==> src/rtl/ieb_pkg.sv <==
package ieb_pkg;
   // Register byte offsets, decoded by software
   localparam int unsigned OFS_ENA  = 32'h00;
   localparam int unsigned OFS_RAW  = 32'h04;
   localparam int unsigned OFS_MSK  = 32'h08;
   localparam int unsigned OFS_CLR  = 32'h0C;
   localparam int unsigned OFS_LVL  = 32'h10;
   localparam int unsigned OFS_ANY  = 32'h14;
   localparam int unsigned OFS_POL  = 32'h18;
   localparam int unsigned OFS_PIN  = 32'h1C;

   // Per-line trigger selection
   typedef struct packed {
      logic lvl;   // 1: level detection, 0: edge detection
      logic any;   // edge mode: fire on both transitions
      logic pol;   // 1: rising/high, 0: falling/low
   } trig_t;
endpackage

==> src/rtl/ieb_sync.sv <==
module ieb_sync #(
   parameter int unsigned W      = 8,
   parameter int unsigned STAGES = 2
) (
   input  logic         clk,
   input  logic         rst_n,
   input  logic [W-1:0] d_i,
   output logic [W-1:0] q_o,
   output logic [W-1:0] q_prev_o
);
   if (STAGES < 2) begin : g_bad_stages
      $error("ieb_sync: STAGES must be at least 2");
   end

   logic [W-1:0] chain [STAGES];
   logic [W-1:0] prev_q;

   for (genvar s = 0; s < STAGES; s++) begin : g_stage
      always_ff @(posedge clk or negedge rst_n) begin
         if (!rst_n)
            chain[s] <= '0;
         else if (s == 0)
            chain[s] <= d_i;
         else
            chain[s] <= chain[(s == 0) ? 0 : s-1];
      end
   end

   always_ff @(posedge clk or negedge rst_n) begin
      if (!rst_n) prev_q <= '0;
      else        prev_q <= chain[STAGES-1];
   end

   assign q_o      = chain[STAGES-1];
   assign q_prev_o = prev_q;
endmodule

==> src/rtl/ieb_chan.sv <==
module ieb_chan
   import ieb_pkg::*;
(
   input  logic  clk,
   input  logic  rst_n,
   input  logic  cur_i,
   input  logic  prev_i,
   input  trig_t cfg_i,
   input  logic  clr_i,
   output logic  pend_o
);
   logic edge_hit, lvl_hit, pend_q;

   always_comb begin
      if (cfg_i.any)      edge_hit = cur_i ^ prev_i;
      else if (cfg_i.pol) edge_hit = cur_i & ~prev_i;
      else                edge_hit = ~cur_i & prev_i;
      lvl_hit = ~(cur_i ^ cfg_i.pol);
   end

   always_ff @(posedge clk or negedge rst_n) begin
      if (!rst_n)         pend_q <= 1'b0;
      else if (cfg_i.lvl) pend_q <= lvl_hit & ~clr_i;
      else                pend_q <= edge_hit | (pend_q & ~clr_i);
   end

   assign pend_o = pend_q;

   AST_EDGE_STICKY: assert property (@(posedge clk) disable iff (!rst_n)
      (!cfg_i.lvl && pend_q && !clr_i) |=> pend_q);
   AST_LEVEL_CLEARED: assert property (@(posedge clk) disable iff (!rst_n)
      (cfg_i.lvl && clr_i) |=> !pend_q);
   AST_NO_SPURIOUS_EDGE: assert property (@(posedge clk) disable iff (!rst_n)
      (!cfg_i.lvl && !pend_q && (cur_i == prev_i)) |=> !pend_q);
endmodule

==> src/rtl/ieb_regs.sv <==
module ieb_regs
   import ieb_pkg::*;
#(
   parameter int unsigned NCH = 8,
   parameter int unsigned AW  = 5,
   parameter int unsigned DW  = 32
) (
   input  logic           clk,
   input  logic           rst_n,
   input  logic [AW-1:0]  addr_i,
   input  logic           wr_i,
   input  logic [DW-1:0]  wdata_i,
   input  logic [NCH-1:0] pend_i,
   input  logic [NCH-1:0] pin_i,
   output logic [NCH-1:0] ena_o,
   output trig_t          cfg_o [NCH],
   output logic [NCH-1:0] clr_o,
   output logic [DW-1:0]  rdata_o
);
   logic [NCH-1:0] ena_q, lvl_q, any_q, pol_q;

   always_ff @(posedge clk or negedge rst_n) begin
      if (!rst_n) begin
         ena_q <= '0;
         lvl_q <= '0;
         any_q <= '0;
         pol_q <= '0;
      end else if (wr_i) begin
         if (addr_i == AW'(OFS_ENA)) ena_q <= wdata_i[NCH-1:0];
         if (addr_i == AW'(OFS_LVL)) lvl_q <= wdata_i[NCH-1:0];
         if (addr_i == AW'(OFS_ANY)) any_q <= wdata_i[NCH-1:0];
         if (addr_i == AW'(OFS_POL)) pol_q <= wdata_i[NCH-1:0];
      end
   end

   assign clr_o = (wr_i && addr_i == AW'(OFS_CLR)) ? wdata_i[NCH-1:0] : '0;
   assign ena_o = ena_q;

   for (genvar i = 0; i < NCH; i++) begin : g_cfg
      assign cfg_o[i] = '{lvl: lvl_q[i], any: any_q[i], pol: pol_q[i]};
   end

   always_comb begin
      rdata_o = '0;
      if      (addr_i == AW'(OFS_ENA)) rdata_o[NCH-1:0] = ena_q;
      else if (addr_i == AW'(OFS_RAW)) rdata_o[NCH-1:0] = pend_i;
      else if (addr_i == AW'(OFS_MSK)) rdata_o[NCH-1:0] = pend_i & ena_q;
      else if (addr_i == AW'(OFS_LVL)) rdata_o[NCH-1:0] = lvl_q;
      else if (addr_i == AW'(OFS_ANY)) rdata_o[NCH-1:0] = any_q;
      else if (addr_i == AW'(OFS_POL)) rdata_o[NCH-1:0] = pol_q;
      else if (addr_i == AW'(OFS_PIN)) rdata_o[NCH-1:0] = pin_i;
   end
endmodule

==> src/rtl/ieb_bank.sv <==
module ieb_bank
   import ieb_pkg::*;
#(
   parameter int unsigned NCH         = 8,
   parameter int unsigned AW          = 5,
   parameter int unsigned DW          = 32,
   parameter int unsigned SYNC_STAGES = 2
) (
   input  logic           clk,
   input  logic           rst_n,
   input  logic [NCH-1:0] ext_in,
   input  logic [AW-1:0]  bus_addr,
   input  logic           bus_wr,
   input  logic [DW-1:0]  bus_wdata,
   output logic [DW-1:0]  bus_rdata,
   output logic           irq_o
);
   localparam int unsigned MAX_OFS = OFS_PIN;

   if (NCH < 1 || NCH > DW) begin : g_bad_nch
      $error("ieb_bank: NCH must lie in 1..DW");
   end
   if ((1 << AW) <= MAX_OFS) begin : g_bad_aw
      $error("ieb_bank: AW too narrow for the register map");
   end

   logic [NCH-1:0] pin_s, pin_prev, pend, ena, clr;
   trig_t          cfg [NCH];

   ieb_sync #(.W(NCH), .STAGES(SYNC_STAGES)) u_sync (
      .clk      (clk),
      .rst_n    (rst_n),
      .d_i      (ext_in),
      .q_o      (pin_s),
      .q_prev_o (pin_prev)
   );

   ieb_regs #(.NCH(NCH), .AW(AW), .DW(DW)) u_regs (
      .clk     (clk),
      .rst_n   (rst_n),
      .addr_i  (bus_addr),
      .wr_i    (bus_wr),
      .wdata_i (bus_wdata),
      .pend_i  (pend),
      .pin_i   (pin_s),
      .ena_o   (ena),
      .cfg_o   (cfg),
      .clr_o   (clr),
      .rdata_o (bus_rdata)
   );

   for (genvar i = 0; i < NCH; i++) begin : g_chan
      ieb_chan u_chan (
         .clk    (clk),
         .rst_n  (rst_n),
         .cur_i  (pin_s[i]),
         .prev_i (pin_prev[i]),
         .cfg_i  (cfg[i]),
         .clr_i  (clr[i]),
         .pend_o (pend[i])
      );
   end

   assign irq_o = |(pend & ena);

   AST_IRQ_NEEDS_ENABLE: assert property (@(posedge clk) disable iff (!rst_n)
      irq_o |-> (ena != '0));
   AST_IRQ_NEEDS_PENDING: assert property (@(posedge clk) disable iff (!rst_n)
      irq_o |-> (pend != '0));
endmodule

==> config.mk <==
export PLATFORM = sky130hd
export DESIGN_NAME = ieb_bank
export DESIGN_NICKNAME = d
export VERILOG_FILES = /design/src/rtl/ieb_pkg.sv /design/src/rtl/ieb_sync.sv /design/src/rtl/ieb_chan.sv /design/src/rtl/ieb_regs.sv /design/src/rtl/ieb_bank.sv
export SDC_FILE = /design/constraint.sdc
export NUM_CORES = 1
export LEC_CHECK = 0
export ABC_AREA = 1
export BUFFER_PORTS_ARGS = -buffer_cell sky130_fd_sc_hd__buf_2
export CELL_PAD_IN_SITES_DETAIL_PLACEMENT = 0
export CELL_PAD_IN_SITES_GLOBAL_PLACEMENT = 1
export CORE_ASPECT_RATIO = 1.25
export CORE_UTILIZATION = 42
export CTS_BUF_LIST = sky130_fd_sc_hd__clkbuf_4 sky130_fd_sc_hd__clkbuf_8
export CTS_CLUSTER_SIZE = 30
export DETAILED_ROUTE_END_ITERATION = 12
export GPL_TIMING_DRIVEN = 0
export PLACE_DENSITY = 0.92
export SYNTH_ARGS = -nofsm -noshare
export SYNTH_HDL_FRONTEND = slang
export SYNTH_SLANG_ARGS = --single-unit
==> constraint.sdc <==
create_clock -name clk -period 1.35 [get_ports clk]
set_input_delay 0.135 -clock clk [delete_from_list [all_inputs] [get_ports clk]]
set_output_delay 0.135 -clock clk [all_outputs]
set_load 0.01 [all_outputs]
### Word-level counts from Yosys, hierarchy flattened

Cells that the tools add are included.

| storage, ports and cells | value |
|---|---|
| bits in latches | 0 |
| memories | 0 |
| flip-flop bits (word level) | 64 |
| bits of input ports | 48 |
| memory bits (read-only) | 0 |
| word-level logic and storage cells | 150 |
| bits in writable memories | 0 |

| cells by class | value |
|---|---|
| reduce and logical (&&, ||, !) cells | 7 |
| shifts and indexed selects | 0 |
| muxes and demuxes | 32 |
| bitwise operators | 89 |
| multipliers | 0 |
| div/mod/pow operators | 0 |
| $lt $le $gt $ge | 0 |
| add/sub/neg operators | 0 |
| equal/unequal tests | 7 |

Operator list:

| kind | count |
|---|---|
| 8-bit 2-to-1 mux | 8 |
| 1-bit bitwise AND | 32 |
| 1-bit inverter | 32 |
| 1-bit 2-to-1 mux | 24 |
| 5-bit == test (second input constant) | 4 |
| 1-bit bitwise XOR | 16 |
| 5-bit by 4-bit == test with 1-bit output (second input constant) | 2 |
| 8-bit bitwise AND | 1 |
| 1-bit bitwise OR | 8 |
| 2-bit AND reduction | 4 |
| 8-bit OR reduction | 1 |
| 5-bit by 3-bit == test with 1-bit output (second input constant) | 1 |
| 5-bit logical NOT | 1 |
| 1-bit logical AND | 1 |

### Longest topological paths before layout

| depth | value |
|---|---|
| word-level depth | 8 |
| mapped depth | 7 |

### Modules after synthesis

From an unflattened synthesis, not the netlist that was laid out.

| unflattened totals | value |
|---|---|
| cell total of the unflattened synthesis | 504 |
| area total of the unflattened synthesis | 3786.1 um^2 |

Modules (own cells, without submodules):

| module | seq. area each (um^2) | instances | cells each | area each (um^2) |
|---|---|---|---|---|
| ieb_regs | 800.8 | 1 | 257 | 1988.2 |
| ieb_chan | 25.0 | 8 | 25 | 135.1 |
| ieb_sync | 600.6 | 1 | 32 | 660.6 |
| ieb_bank | 0.0 | 1 | 15 | 56.3 |

### Worst setup path before layout

Ideal clock, no wire load.

| path | value |
|---|---|
| path kind | input -> register |
| from | input port bus_addr[3] |
| to | register u_regs.ena_q[6], in the netlist u_regs.ena_o[6] |
| cell stages on the path | 6 |
| setup slack | 0.128 ns |
| arrival | 1.102 ns |
| path through | buf_4 -> nor4_4 -> nand2_4 -> buf_6 -> nand2_1 -> o21ai_2 |

| between the ends | value |
|---|---|
| cells in the longest elaborated chain, start to end | 2 |

RTL lines:

| item | line | source |
|---|---|---|
| start, declared | ieb_bank.sv:12 | `input logic [AW-1:0] bus_addr,` |
| 5-bit logical NOT | ieb_regs.sv:29 | `if (addr_i == AW'(OFS_ENA)) ena_q <= wdata_i[NCH-1:0];` |
| 2-bit AND reduction (no line) | - |  |
| end signal, assigned | ieb_regs.sv:29 |  |
| end, declared | ieb_regs.sv:20 | `logic [NCH-1:0] ena_q, lvl_q, any_q, pol_q;` |

Every way passes these cells.
A chain may end at the register's enable or synchronous reset.

### Worst setup path after layout

| path | value |
|---|---|
| from | register u_regs.any_q[6] |
| to | output port bus_rdata[6] |

| between the ends | value |
|---|---|
| cells in the longest elaborated chain, start to end | 5 |

RTL lines:

| item | line | source |
|---|---|---|
| start, declared | ieb_regs.sv:20 |  |
| start signal, assigned | ieb_regs.sv:31 | `if (addr_i == AW'(OFS_ANY)) any_q <= wdata_i[NCH-1:0];` |
| 8-bit 2-to-1 mux | ieb_regs.sv:49 | `else if (addr_i == AW'(OFS_ANY)) rdata_o[NCH-1:0] = any_q;` |
| 8-bit 2-to-1 mux | ieb_regs.sv:48 | `else if (addr_i == AW'(OFS_LVL)) rdata_o[NCH-1:0] = lvl_q;` |
| 8-bit 2-to-1 mux | ieb_regs.sv:47 | `else if (addr_i == AW'(OFS_MSK)) rdata_o[NCH-1:0] = pend_i & ena_q;` |
| 8-bit 2-to-1 mux | ieb_regs.sv:46 | `else if (addr_i == AW'(OFS_RAW)) rdata_o[NCH-1:0] = pend_i;` |
| 8-bit 2-to-1 mux | ieb_regs.sv:45 | `if (addr_i == AW'(OFS_ENA)) rdata_o[NCH-1:0] = ena_q;` |
| end, declared | ieb_bank.sv:15 | `output logic [DW-1:0] bus_rdata,` |

Every way passes these cells.

==> results.json <==
{
  "fmax_mhz": 662,
  "rrSetupSlack_ps": 70,
  "post-place-ws_ps": -544,
  "crit_path_start_kind": "flip-flop",
  "syn_to_final_growth_pct": 29.3,
  "drtIter0Drc": 308,
  "crit_path_top_delay_cell": "dfrtp_1",
  "fp.dieW_um": 83.4,
  "critPathRequiredTime_ps": 1220,
  "drive_gt1_share_pct": 31.8,
  "p_leak_nw": 2.30,
  "drc_errors": 0,
  "critPathArrivalTime_ps": 1380,
  "port_buffers": 31,
  "drt-wirelength-per-cell_um": 15.0,
  "place_congestion": 0.809,
  "register_area_um2": 1600,
  "worstMarginPinSlew_ps": 805,
  "netlist_instances": 393,
  "clock_skew_ps": 6.66,
  "holdPathEnd": "u_regs.ena_o[7]",
  "power_density_nw_per_um2": 1200,
  "start_util_pct": 43.8,
  "antenna_found_initial": 0,
  "synthXorXnorAreaFrac_pct": 0,
  "finalSetupViolations": 9,
  "core_area_um2": 7930,
  "die_h_um": 104,
  "synthAdderAreaFrac_pct": 5.76,
  "final_cell_mix": "nand2_1, buf_4, dfrtp_1",
  "r2r-start": "u_sync.q_o[2]",
  "track_usage_pct": 22.0,
  "crit_chain": "nand4_1 > nand3_1 > nor2_1 > nand4_1 > buf_2",
  "rows": 36,
  "avgViaCountPerCell": 5.27,
  "cts_htree_levels": 3,
  "drt-pass1-iter-count": 5,
  "final.setup.worst_slack_ps": -162,
  "num_antenna_cells": 0,
  "muxShareOfSynthArea_pct": 2.59,
  "endpoint_kind": "output pin",
  "drt-total-wl_um": 9110,
  "final_common_cell": "nand2_1",
  "synth-simple-area-share_pct": 22.8,
  "syn_avg_cell_area_um2": 8.84,
  "synth_area_um2": 3470,
  "drv_cap": 0,
  "min_path_cells": 3,
  "hold_class": "in2reg",
  "clockBufferDepth": 2,
  "rsz0062_at_grt": "yes",
  "dieArea_um2": 8640,
  "yosys_warnings": 0,
  "violations": "negative setup slack",
  "cts_buffers": 9,
  "cts-root-buf": "clkbuf_8",
  "slew_headroom_pct": 46.3,
  "crit_fanout": 4,
  "antenna_left": 0,
  "outcome": "complete, but fails checks",
  "cpMostUsedCell": "nand4_1",
  "final_util_pct": 56.7,
  "yosysTopAreaCell": "dfrtp_1",
  "fin_crit_ps": 1510,
  "ys_seq_elements": 64,
  "finalSetupTns_ps": -710,
  "synth_area_leaders": "dfrtp_1, nand2_1, buf_4",
  "finalNetCount": 574,
  "grt_max_degree": 65,
  "worstHoldStart": "bus_wdata[7]",
  "synth_top_family_by_area": "simple AND/OR/NAND/NOR gates",
  "synth_compound_area_share_pct": 11.7,
  "rr_worst_depth": 6,
  "hold_violations": 0,
  "yosys.area.top_type_share_pct": 46.1,
  "tritoncts": "yes",
  "pin_count": 81,
  "grt_pass1_vias": 2972,
  "synth.distinct_cells": 27,
  "grt_pass1_wl_um": 14700,
  "route.vias.total": 3204,
  "clock-sinks": 64,
  "min_period_over_period_pct": 112,
  "hpwl_um": 5610,
  "multi_input_area_um2": 1610,
  "max_stage_delay_ps": 420,
  "yosysSeqAreaShare_pct": 46.1,
  "slew_violations": 0,
  "path_class": "reg2out",
  "insertion_delay_ps": 350,
  "r2r_end": "g_chan[2].u_chan.pend_o",
  "grt_overflow": 0,
  "cts.clk_slew.worst_paths_ps": 70,
  "vdd_drop_max_v": 0.000516,
  "num-fill-cells": 716
}
layer usage:
metal | GRT usage (%) | share of wire [%] | routed length [um] | vias to the layer above
met1 | 28.7 | 40 | 3610 | 1539
met2 | 33.6 | 50 | 4540 | 134
li1 | - | - | - | 1508
met4 | 13.8 | 3.4 | 314 | 0
met3 | 3.90 | 7.1 | 643 | 23
met5 | 0 | 0 | 0 | -
cell usage after synthesis:
cell	number
nand3_1	25
a21oi_1	16
buf_4	27
a221oi_1	1
dfrtp_1	64
o21ai_0	29
nor2_2	2
nand2_2	1
nor2_4	3
nand4_2	2
buf_2	4
o21ai_1	19
inv_1	36
mux2_2	8
nand3b_2	1
ha_1	16
inv_2	1
nand2_1	79
nand4_1	26
nand2_4	1
nor4_4	2
clkbuf_1	2
nor2_1	17
conb_1	1
a22o_1	1
o21ai_2	8
buf_6	1
how the worst max path moves through the flow:
stage,startpoint,depth (start not counted),to
after global placement,bus_addr[1],7,u_regs.lvl_q[6]
after CTS,g_chan[7].u_chan.pend_o,5,irq_o
after detailed placement,bus_addr[1],7,u_regs.lvl_q[6]
final,u_regs.any_q[6],5,bus_rdata[6]
after floorplan,bus_addr[3],6,u_regs.ena_o[6]
after global routing,u_regs.pol_q[6],5,bus_rdata[6]
critical path: cells and delay by family, from the launching register on:
family                 cells  cell delay (ps)
AND/OR/NAND/NOR            4              440
flip-flops                 1              420
buffers and inverters      1              170
report_power, final:
group          internal (mW)  switching [mW]  leakage (nW)  total, mW
Combinational          0.699           0.734          1.44       1.43
Sequential              2.23           0.260         0.776       2.49
Clock                  0.755           0.699        0.0896       1.45
final cells by class:
type / count / area share [%]
Sequential cell: 64 / 35.7
Timing Repair Buffer: 83 / 13.1
Clock inverter: 1 / 0.111
Clock buffer: 13 / 3.57
Multi-Input combinational cell: 281 / 35.9
Tap cell: 95 / 2.65
Inverter: 37 / 3.09
Buffer: 34 / 5.93
registers in the layout, summed over array words and instances (netlist names):
signal,cells
u_sync.q_prev_o,8
u_regs.any_q,8
g_chan.u_chan.pend_o,8
u_sync.q_o,8
u_sync.chain,8
u_regs.ena_o,8
u_regs.lvl_q,8
u_regs.pol_q,8
logic make-up (layout without fill, tap and decap cells):
| logic type | count (synthesis) | in the layout |
|---|---|---|
| AO/OA/AOI/OAI | 74 | 74 |
| adder cells (fa/ha/maj) | 16 | 16 |
| buffers and inverters | 71 | 168 |
| flip-flops | 64 | 64 |
| multiplexers | 8 | 8 |
| other | 1 | 24 |
| AND/OR/NAND/NOR | 159 | 159 |
per-stage QoR:
| step | std cells | instance area (um2) | hold slack, ps | total power [mW] |
|---|---|---|---|---|
| global route | 608 | 4490 | 125 | 5.69 |
| CTS | 601 | 4420 | 106 | 5.28 |
| detailed placement | 542 | 3840 | 244 | 3.56 |
| finish | 608 | 4490 | 106 | 5.37 |
| floorplan | 416 | 3560 | -161 | 3.22 |
| global placement | 542 | 3830 | 242 | 3.51 |
repair_timing:
action                     in CTS  in global routing
pin swaps                      12                 10
gates resized for setup        17                 15
setup endpoints to repair      17                 16
setup buffers                  36                  9
hold buffers                    9                  0
hold endpoints to repair       72                  0
gates cloned                    0                  0
Note: power is estimated with default switching activity, not from simulation.
